===== src/rtl/tmr_pkg.sv =====
package tmr_pkg;
    localparam int REG_BITS = 4;

    localparam logic [REG_BITS-1:0] REG_CTRL  = 4'd0;
    localparam logic [REG_BITS-1:0] REG_MODE  = 4'd1;
    localparam logic [REG_BITS-1:0] REG_CNT   = 4'd2;
    localparam logic [REG_BITS-1:0] REG_RA    = 4'd3;
    localparam logic [REG_BITS-1:0] REG_RB    = 4'd4;
    localparam logic [REG_BITS-1:0] REG_RC    = 4'd5;
    localparam logic [REG_BITS-1:0] REG_STAT  = 4'd6;
    localparam logic [REG_BITS-1:0] REG_IEN   = 4'd7;
    localparam logic [REG_BITS-1:0] REG_IDIS  = 4'd8;
    localparam logic [REG_BITS-1:0] REG_IMASK = 4'd9;
    localparam logic [REG_BITS-1:0] REG_SYNC  = 4'd15;

    localparam logic [2:0] SEL_SLOW = 3'd4;
    localparam logic [2:0] SEL_EXT  = 3'd5;

    localparam int NUM_EV  = 4;
    localparam int EV_RA   = 0;
    localparam int EV_RB   = 1;
    localparam int EV_RC   = 2;
    localparam int EV_OVF  = 3;
    localparam int RUN_BIT = 8;

    typedef enum logic {
        CH_STOPPED,
        CH_RUNNING
    } ch_state_e;

    typedef struct packed {
        logic       clr_rc;
        logic       set_ra;
        logic       stop_rc;
        logic       upto_rc;
        logic [2:0] clk_sel;
    } mode_t;

    localparam int MODE_BITS = $bits(mode_t);
endpackage


===== src/rtl/tmr_prescaler.sv =====
module tmr_prescaler #(
    parameter int TAPS      = 4,
    parameter int STEP_LOG2 = 2
) (
    input  logic            clk,
    input  logic            rst_n,
    input  logic            slow_lvl,
    output logic [TAPS-1:0] tap_tick,
    output logic            slow_tick
);
    localparam int DIV_BITS = (TAPS - 1) * STEP_LOG2;

    logic [DIV_BITS-1:0] div_q;
    logic                slow_q;

    always_ff @(posedge clk) begin
        if (!rst_n) begin
            div_q  <= '0;
            slow_q <= 1'b0;
        end else begin
            div_q  <= div_q + DIV_BITS'(1);
            slow_q <= slow_lvl;
        end
    end

    assign slow_tick = slow_lvl & ~slow_q;

    // Tap t fires once every 2^(t*STEP_LOG2) cycles.
    for (genvar t = 0; t < TAPS; t++) begin : g_tap
        if (t == 0) begin : g_full
            assign tap_tick[t] = 1'b1;
        end else begin : g_div
            assign tap_tick[t] = &div_q[t*STEP_LOG2-1:0];
        end
    end
endmodule


===== src/rtl/tmr_channel.sv =====
module tmr_channel
    import tmr_pkg::*;
#(
    parameter int W    = 16,
    parameter int TAPS = 4
) (
    input  logic                clk,
    input  logic                rst_n,
    input  logic [TAPS-1:0]     tap_tick,
    input  logic                slow_tick,
    input  logic                ext_lvl,
    input  logic                wr_en,
    input  logic                rd_en,
    input  logic [REG_BITS-1:0] reg_sel,
    input  logic [W-1:0]        wdata,
    input  logic                sync,
    output logic [W-1:0]        rdata,
    output logic                wave,
    output logic                irq,
    output logic                running,
    output logic [W-1:0]        cnt
);
    localparam logic [W-1:0] CNT_MAX = '1;

    ch_state_e         state_q, state_d;
    mode_t             mode_q;
    logic [W-1:0]      ra_q, rb_q, rc_q;
    logic [NUM_EV-1:0] flags_q, mask_q, ev_hit, flag_clr;
    logic              ext_q, src_tick, tick, at_rc;
    logic              wr_ctrl, cmd_en, cmd_dis, cmd_trig, restart;

    assign wr_ctrl  = wr_en && (reg_sel == REG_CTRL);
    assign cmd_en   = wr_ctrl & wdata[0];
    assign cmd_dis  = wr_ctrl & wdata[1];
    assign cmd_trig = wr_ctrl & wdata[2];
    assign restart  = sync | cmd_trig;
    assign running  = (state_q == CH_RUNNING);

    always_comb begin
        src_tick = 1'b0;
        for (int t = 0; t < TAPS; t++) begin
            if (mode_q.clk_sel == 3'(t)) src_tick = tap_tick[t];
        end
        if (mode_q.clk_sel == SEL_SLOW) src_tick = slow_tick;
        if (mode_q.clk_sel == SEL_EXT)  src_tick = ext_lvl & ~ext_q;
    end

    assign tick   = running & src_tick & ~restart;
    assign at_rc  = (cnt == rc_q);
    assign ev_hit[EV_RA]  = tick & (cnt == ra_q);
    assign ev_hit[EV_RB]  = tick & (cnt == rb_q);
    assign ev_hit[EV_RC]  = tick & at_rc;
    assign ev_hit[EV_OVF] = tick & (cnt == CNT_MAX);
    assign flag_clr = (rd_en && (reg_sel == REG_STAT)) ? '1 : '0;

    // Next state: START, HALT, ONESHOT_DONE.
    always_comb begin
        state_d = state_q;
        unique case (state_q)
            CH_STOPPED: begin
                if (sync || ((cmd_en || cmd_trig) && !cmd_dis)) state_d = CH_RUNNING;
            end
            CH_RUNNING: begin
                if (cmd_dis && !sync)                       state_d = CH_STOPPED;
                else if (ev_hit[EV_RC] && mode_q.stop_rc)   state_d = CH_STOPPED;
            end
        endcase
    end

    always_ff @(posedge clk) begin
        if (!rst_n) state_q <= CH_STOPPED;
        else        state_q <= state_d;
    end

    always_ff @(posedge clk) begin
        if (!rst_n) begin
            cnt     <= '0;
            wave    <= 1'b0;
            flags_q <= '0;
            ext_q   <= 1'b0;
        end else begin
            ext_q   <= ext_lvl;
            flags_q <= (flags_q & ~flag_clr) | ev_hit;
            if (restart) begin
                cnt  <= '0;
                wave <= 1'b0;
            end else if (tick) begin
                cnt <= (at_rc && (mode_q.upto_rc || mode_q.stop_rc)) ? '0 : cnt + W'(1);
                if (ev_hit[EV_RC] && mode_q.clr_rc)      wave <= 1'b0;
                else if (ev_hit[EV_RA] && mode_q.set_ra) wave <= 1'b1;
            end
        end
    end

    always_ff @(posedge clk) begin
        if (!rst_n) begin
            mode_q <= '0;
            ra_q   <= '0;
            rb_q   <= '0;
            rc_q   <= '0;
            mask_q <= '0;
        end else if (wr_en) begin
            unique case (reg_sel)
                REG_MODE: mode_q <= mode_t'(wdata[MODE_BITS-1:0]);
                REG_RA:   ra_q   <= wdata;
                REG_RB:   rb_q   <= wdata;
                REG_RC:   rc_q   <= wdata;
                REG_IEN:  mask_q <= mask_q | wdata[NUM_EV-1:0];
                REG_IDIS: mask_q <= mask_q & ~wdata[NUM_EV-1:0];
                default:  ;
            endcase
        end
    end

    assign irq = |(flags_q & mask_q);

    always_comb begin
        rdata = '0;
        unique case (reg_sel)
            REG_MODE:  rdata = {{(W-MODE_BITS){1'b0}}, mode_q};
            REG_CNT:   rdata = cnt;
            REG_RA:    rdata = ra_q;
            REG_RB:    rdata = rb_q;
            REG_RC:    rdata = rc_q;
            REG_STAT: begin
                rdata[NUM_EV-1:0] = flags_q;
                rdata[RUN_BIT]    = running;
            end
            REG_IMASK: rdata = {{(W-NUM_EV){1'b0}}, mask_q};
            default:   rdata = '0;
        endcase
    end
endmodule


===== src/rtl/tmr_pair.sv =====
module tmr_pair
    import tmr_pkg::*;
#(
    parameter int W         = 16,
    parameter int NCH       = 2,
    parameter int TAPS      = 4,
    parameter int STEP_LOG2 = 2,
    localparam int CH_BITS  = (NCH > 1) ? $clog2(NCH) : 1,
    localparam int AW       = CH_BITS + REG_BITS
) (
    input  logic           clk,
    input  logic           rst_n,
    input  logic           slow_clk,
    input  logic           ext_clk,
    input  logic           bus_wr,
    input  logic           bus_rd,
    input  logic [AW-1:0]  bus_addr,
    input  logic [W-1:0]   bus_wdata,
    output logic [W-1:0]   bus_rdata,
    output logic [NCH-1:0] wave_out,
    output logic [NCH-1:0] irq_out
);
    logic [TAPS-1:0]         tap_tick;
    logic                    slow_tick, sync;
    logic [CH_BITS-1:0]      ch_idx;
    logic [NCH-1:0]          ext_vec, run_vec;
    logic [NCH-1:0][W-1:0]   cnt_vec, rdata_vec;

    assign sync   = bus_wr && (bus_addr[REG_BITS-1:0] == REG_SYNC);
    assign ch_idx = bus_addr[AW-1:REG_BITS];

    tmr_prescaler #(.TAPS(TAPS), .STEP_LOG2(STEP_LOG2)) u_presc (
        .clk      (clk),
        .rst_n    (rst_n),
        .slow_lvl (slow_clk),
        .tap_tick (tap_tick),
        .slow_tick(slow_tick)
    );

    for (genvar c = 0; c < NCH; c++) begin : g_ch
        logic hit;
        assign hit = (ch_idx == CH_BITS'(c));
        if (c == 0) begin : g_first
            assign ext_vec[c] = ext_clk;
        end else begin : g_chain
            assign ext_vec[c] = wave_out[c-1];
        end

        tmr_channel #(.W(W), .TAPS(TAPS)) u_ch (
            .clk      (clk),
            .rst_n    (rst_n),
            .tap_tick (tap_tick),
            .slow_tick(slow_tick),
            .ext_lvl  (ext_vec[c]),
            .wr_en    (bus_wr & hit & ~sync),
            .rd_en    (bus_rd & hit),
            .reg_sel  (bus_addr[REG_BITS-1:0]),
            .wdata    (bus_wdata),
            .sync     (sync),
            .rdata    (rdata_vec[c]),
            .wave     (wave_out[c]),
            .irq      (irq_out[c]),
            .running  (run_vec[c]),
            .cnt      (cnt_vec[c])
        );
    end

    assign bus_rdata = rdata_vec[ch_idx];
endmodule


===== config.mk =====
export PLATFORM = sky130hd
export DESIGN_NAME = tmr_pair
export DESIGN_NICKNAME = d
export VERILOG_FILES = /design/src/rtl/tmr_pkg.sv /design/src/rtl/tmr_prescaler.sv /design/src/rtl/tmr_channel.sv /design/src/rtl/tmr_pair.sv
export SDC_FILE = /design/constraint.sdc
export NUM_CORES = 1
export LEC_CHECK = 0
export ABC_AREA = 1
export ABC_CLOCK_PERIOD_IN_PS = 2800
export BUFFER_PORTS_ARGS = -buffer_cell sky130_fd_sc_hd__buf_2
export CAP_MARGIN = 25
export CORE_MARGIN = 3
export CORE_UTILIZATION = 40
export CTS_BUF_LIST = sky130_fd_sc_hd__clkbuf_4 sky130_fd_sc_hd__clkbuf_8
export DETAILED_ROUTE_END_ITERATION = 12
export SLEW_MARGIN = 15
export SYNTH_ARGS = -nofsm -noshare
export SYNTH_HDL_FRONTEND = slang
export SYNTH_SLANG_ARGS = --single-unit

===== constraint.sdc =====
create_clock -name clk -period 2.8 [get_ports clk]
set_input_delay 0.14 -clock clk [delete_from_list [all_inputs] [get_ports clk]]
set_output_delay 0.14 -clock clk [all_outputs]
set_load 0.02 [all_outputs]

### Yosys cells after proc, flatten, opt, wreduce, memory -nomap -nowiden

Cells that the tools add are included.

* register bits after elaboration: 171
* input bits: 27
* output and inout bits: 20
* logic and storage cells: 205

* add/subtract/negate cells: 3
* order comparisons: 1
* equal/unequal tests: 28
* muxes and demuxes: 40
* bitwise logic cells: 52
* reduce and logical (&&, ||, !) cells: 51

Operators by type and width (number)
* 16-bit equality test: 6
* 16-bit 2-to-1 mux: 4
* 4-bit one-hot mux with 7 select lines: 2
* 7-bit one-hot mux with 4 select lines: 2
* 4-bit one-hot mux with 5 select lines: 2
* 16-bit by 1-bit adder with 16-bit output (second input constant): 2
* 16-bit equality test (second input constant): 2
* 1-bit AND: 27
* 2-bit AND reduction: 13
* 4-bit AND: 6
* 1-bit 2-to-1 mux: 22
* 1-bit logical AND: 17
* 4-bit by 3-bit equality test with 1-bit output (second input constant): 4
* 4-bit bitwise OR: 4
* 4-bit one-hot mux with 2 select lines: 2
* 3-bit by 2-bit equality test with 1-bit output (second input constant): 4
* 3-bit equality test (second input constant): 4
* 4-bit equality test (second input constant): 3
* 4-bit NOT: 3
* 1-bit NOT: 10
* 1-bit one-hot mux with 5 select lines: 2
* 4-bit by 2-bit equality test with 1-bit output (second input constant): 2
* 4-bit 2-to-1 mux: 2
* 4-bit OR reduction: 2
* other kinds (14): 28

### Logic depth before layout (Yosys ltp)

* depth after elaboration: 14
* depth in mapped cells: 12
* mapped depth without buffers: 11

### Modules after synthesis

From an unflattened synthesis, not the netlist that was laid out.

* cells, all modules: 1611
* area, all modules: 10411.2 um^2

By module, submodules not included
* tmr_channel: times used 2, cells each 753, area an instance 4922.2 um^2, sequential area each 1641.6 um^2
* tmr_prescaler: times used 1, cells each 42, area an instance 297.8 um^2, sequential area each 140.1 um^2
* tmr_pair: times used 1, cells each 63, area an instance 269.0 um^2, sequential area each 0.0 um^2

### Worst setup path before layout

OpenSTA, ideal clock, no wires.

* path type: register to register
* from: register u_presc.div_q[0]
* to: register g_ch[1].u_ch.cnt[0]
* library setup time: 117 ps
* arrival time: 1507 ps
* required time: 2683 ps
* path slack: 1176 ps
* stages on the path, launching flop included: 11
* period minus slack after synthesis: 1624 ps
* path through: dfxtp_1 > ha_1 > nand3_2 > o21ai_0 > nand2_1 > nand2_1 > nand2_1 > nor2_2 > buf_2 > xor2_1 > nor2_1

* word-level cells in the longest chain between the ends: 8
* elaborated cells on any way between the ends: 10
* classes of those cells: mux: 5; bitwise: 2; reduce/logical: 3

RTL lines
* start: declaration: line tmr_prescaler.sv:13 `logic [DIV_BITS-1:0] div_q;`
* start signal: assignment: line tmr_prescaler.sv:21 `div_q <= div_q + DIV_BITS'(1);`
* 2-bit AND reduction: line tmr_prescaler.sv:33 `assign tap_tick[t] = &div_q[t*STEP_LOG2-1:0];`
* 1-bit 2-to-1 mux (2 in a row): line tmr_channel.sv:42 `if (mode_q.clk_sel == 3'(t)) src_tick = tap_tick[t];`
* 1-bit 2-to-1 mux *: line tmr_channel.sv:42
* 1-bit 2-to-1 mux *: line tmr_channel.sv:44 `if (mode_q.clk_sel == SEL_SLOW) src_tick = slow_tick;`
* 1-bit 2-to-1 mux *: line tmr_channel.sv:45 `if (mode_q.clk_sel == SEL_EXT) src_tick = ext_lvl & ~ext_q;`
* 1-bit AND * (2 in a row): line tmr_channel.sv:48 `assign tick = running & src_tick & ~restart;`
* end signal: assignment: line tmr_channel.sv:88 `cnt <= (at_rc && (mode_q.upto_rc || mode_q.stop_rc)) ? '0 : cnt + W'(1);`
* end: declaration: line tmr_channel.sv:21 `output logic [W-1:0] cnt`

Mark *: on every way between the ends. The rest lies on a longest branch, timed or not.
A chain may end at the register's enable or synchronous reset.

### Worst setup path in the final report

* from: register u_presc.div_q[0]
* to: register g_ch[1].u_ch.cnt[1]

The elaborated chain is that of the path after synthesis.

==> flow_summary_export.csv <==
group,metric,value,unit
outcome,status,"finished clean",
worst_hold_path,min_path_cells,3,
setup_path,reg2reg_depth,10,
route,drt-total-wl,32.4,mm
final_layout,ff_latch_area,0.00342,sq mm
cts,clk_latency,0.47,ns
logic_synthesis,yosys_warnings,0,
logic_synthesis,syn_nets,1522,
route,drt-pass1-iter-count,5,
logic_synthesis,synth_compound_area_frac,0.203,
global_routing,grt_pass1_wl,51.1,mm
worst_hold_path,holdPathEnd,"g_ch[1].u_ch.ra_q[13]",
final_layout,fin_cells,1824,
worst_hold_path,hp-start,"bus_wdata[13]",
place,gp_congestion,0.894,
final_layout,fillers,2541,
logic_synthesis,ys_seq_area_frac,0.352,
route,dr_wl_met2,13.9,mm
sta,worst_pin_slew,0.981,ns
sta,slew_viol_final,0,
logic_synthesis,synth_cell_type_count,37,
power,peakVddDrop,277,uV
logic_synthesis,synth_edf_count,0,
final_layout,drive_gt1_frac,0.0864,
final_layout,nets,1523,
sta,rsz0062_at_grt,"false",
route,drt-vias-per-instance,5.43,
route,wl_met1,15.5,mm
die,ios,47,
place,numPlacedInstances,1786,
sta,fmax,420,MHz
route,drt_iter0_drc,983,
route,wl_per_cell,17.8,um
final_layout,multi_input_area,0.00518,sq mm
power,p_leak,3.96,nW
flow_run,cap_violations,0,
cts,ctsResizeCount,0,
route,ant_nets,0,
sta,period_share,0.850,
place,io_buffers,46,
global_routing,grt_max_degree,94,
setup_path,end_kind,"flop",
logic_synthesis,synth-adder-area-share,0.00386,
final_layout,area_growth,8.89,%
die,die_area,0.0262,sq mm
die,initial_utilization,0.411,
setup_path,critPathArrivalTime,2.74,ns
setup_path,criticalPathCategory,"flop to flop",
setup_path,r2r-start,"u_presc.div_q[0]",
die,core-area,0.0237,sq mm
cts,cts_hold_buf,7,
sta,finalSetupViolations,0,
cts,cts_setup_buffers,0,
sta,timing.setup.tns,0,ns
power,p_per_area,476,mW/mm^2
final_layout,diodes,0,
sta,period_needed,2.38,ns
logic_synthesis,synth_top_area_cell,"dfxtp_1",
die,die_y,162,um
setup_path,crit_fanout,14,
cts,cts-buffers-inserted,17,
global_routing,grt_pass1_vias,9117,
cts,cts_max_level,4,
setup_path,critPathRequiredTime,3.16,ns
die,die_w,162,um
route,dr.max_layer_used,"met4",
sta,hold_viol,0,
sta,fin_skew,0.0144,ns
setup_path,reg2reg_to,"g_ch[1].u_ch.cnt[1]",
cts,clkSinkCount,171,
global_routing,antenna_found_initial,0,
logic_synthesis,synth_area_leaders,"dfxtp_1 35%, nand2_1 14%, a21oi_1 8.7%, inv_1 6.5%, o21ai_0 6.4%",
logic_synthesis,ys_ff_latch,171,
die,placement_rows,56,
logic_synthesis,async_flop_share,0,
logic_synthesis,synth-simple-area-share,0.275,
cts,clockBufferDepth,2,
logic_synthesis,synth_top_family_by_area,"simple AND/OR/NAND/NOR gates",
route,remaining_drc_errors,0,
global_routing,track_usage,0.245,
route,vias,9904,
route,wl_met3,2.24,mm
setup_path,cp-start-kind,"flop",
logic_synthesis,avgSynthCellArea,6.52,sq um
global_routing,grt_overflow,0,
worst_hold_path,hp-class,"input port to flop",
place,dp_hpwl,23.1,mm
cts,cts.clk_slew.worst_paths,0.10,ns
logic_synthesis,ys.flop_type,"dfxtp_1",
setup_path,rrSetupSlack,0.42,ns
logic_synthesis,synth_mux_area_frac,0,
logic_synthesis,synthXorXnorAreaFrac,0.0504,
sta,slew-limit-headroom,0.346,
logic_synthesis,synth_top_area_frac,0.352,
logic_synthesis,syn_inst,1492,
cts,cts-root-buf,"clkbuf_8",
logic_synthesis,synth_area,0.00973,sq mm
cts,cts_tree,"yes",
## cell usage after synthesis, types with 14 or more instances
| master | count |
|---|---|
| xor2_1 | 29 |
| o21ai_0 | 125 |
| nand3b_1 | 16 |
| xnor2_1 | 27 |
| o22ai_1 | 51 |
| nor2_1 | 89 |
| a21oi_1 | 170 |
| dfxtp_1 | 171 |
| nand3_1 | 84 |
| clkbuf_1 | 27 |
| buf_2 | 44 |
| nand2_1 | 372 |
| nor3_1 | 14 |
| nand4_1 | 27 |
| inv_1 | 169 |
## layout make-up
cell class	count	share of cell area
repair buffers	71	0.0411
flip-flops and latches	171	0.323
well taps	319	0.0377
clock buffers	19	0.0241
multi-input cells	1051	0.489
inverters	181	0.0641
clock inverters	12	0.0208
## per-stage QoR
step | instance area [sq um] | total power, W | setup slack [ns] | hold slack [ns] | utilization
3_3_place_gp | 10000 | 0.00293 | 0.510 | 0.337 | 0.424
2_1_floorplan | 9730 | 0.00278 | 1.18 | 0.233 | -
3_5_place_dp | 10000 | 0.00293 | 0.413 | 0.343 | 0.424
5_1_grt | 10600 | 0.00519 | 0.177 | 0.0170 | 0.447
4_1_cts | 10600 | 0.00505 | 0.396 | 0.00150 | 0.447
6_report | 10600 | 0.00504 | 0.421 | 0.0197 | 0.447
## power breakdown
part | internal, W | leakage, nW | total, W | switching (W)
Combinational | 0.000111 | 2.34 | 0.000409 | 0.000298
Clock | 0.00118 | 0.239 | 0.00214 | 0.000965
Sequential | 0.00246 | 1.38 | 0.00249 | 0.0000243
Total | 0.00375 | 3.96 | 0.00504 | 0.00129
## sequential cells by signal, summed over array words and instances (netlist names), named ones only
signal	count
g_ch.u_ch.running	2
u_presc.slow_q	1
u_presc.div_q	6
g_ch.u_ch.mode_q	14
g_ch.u_ch.flags_q	8
g_ch.u_ch.rc_q	32
g_ch.u_ch.ra_q	32
g_ch.u_ch.wave	2
g_ch.u_ch.rb_q	32
g_ch.u_ch.cnt	32
g_ch.u_ch.ext_q	2
## layout by cell type, fill, tap and decap left out, types with 5 or more instances in the layout
master,count
nand2_1,372
dfxtp_1,171
a21oi_1,170
inv_1,169
o21ai_0,125
nor2_1,89
nand3_1,84
o22ai_1,51
buf_2,46
xor2_1,29
nand4_1,27
xnor2_1,27
clkbuf_8,18
buf_4,18
nand3b_1,16
nor3_1,14
nand2_2,12
inv_2,11
dlygate4sd3_1,7
o2111ai_1,6
bufinv_16,6
nor2_2,5
## worst max path at each step
stage                     slack [ns]                  end              from
after floorplan                 1.18  g_ch[1].u_ch.cnt[0]  u_presc.div_q[0]
after global placement          0.51  g_ch[1].u_ch.cnt[1]  u_presc.div_q[0]
after detailed placement        0.41  g_ch[1].u_ch.cnt[1]  u_presc.div_q[0]
after CTS                       0.40  g_ch[1].u_ch.cnt[1]  u_presc.div_q[0]
after global routing            0.18  g_ch[1].u_ch.cnt[1]  u_presc.div_q[0]
final                           0.42  g_ch[1].u_ch.cnt[1]  u_presc.div_q[0]
## kinds of logic (layout without fill, tap and decap cells)
family	Yosys count	count (layout)
XOR/XNOR	56	56
AO/OA/AOI/OAI	367	367
adder cells (fa/ha/maj)	3	3
buffers and inverters	270	283
flip-flops	171	171
AND/OR/NAND/NOR	625	625
## critical path: stages (launching register included)
cell	delay (ns)
dfxtp_1	0.36
ha_1	0.25
nand3_2	0.16
o21ai_0	0.18
nand2_1	0.07
nand2_1	0.05
nand2_1	0.08
nor2_2	0.52
inv_1	0.31
o21ai_0	0.23
nor2_1	0.06
## metal layers
layer / GRT usage / up-vias
met3: 0.0339 / 57
li1: - / 4870
met2: 0.374 / 386
met4: 0.0698 / 0
met5: 0 / -
met1: 0.362 / 4591
Power figures use the tool's default switching activity.
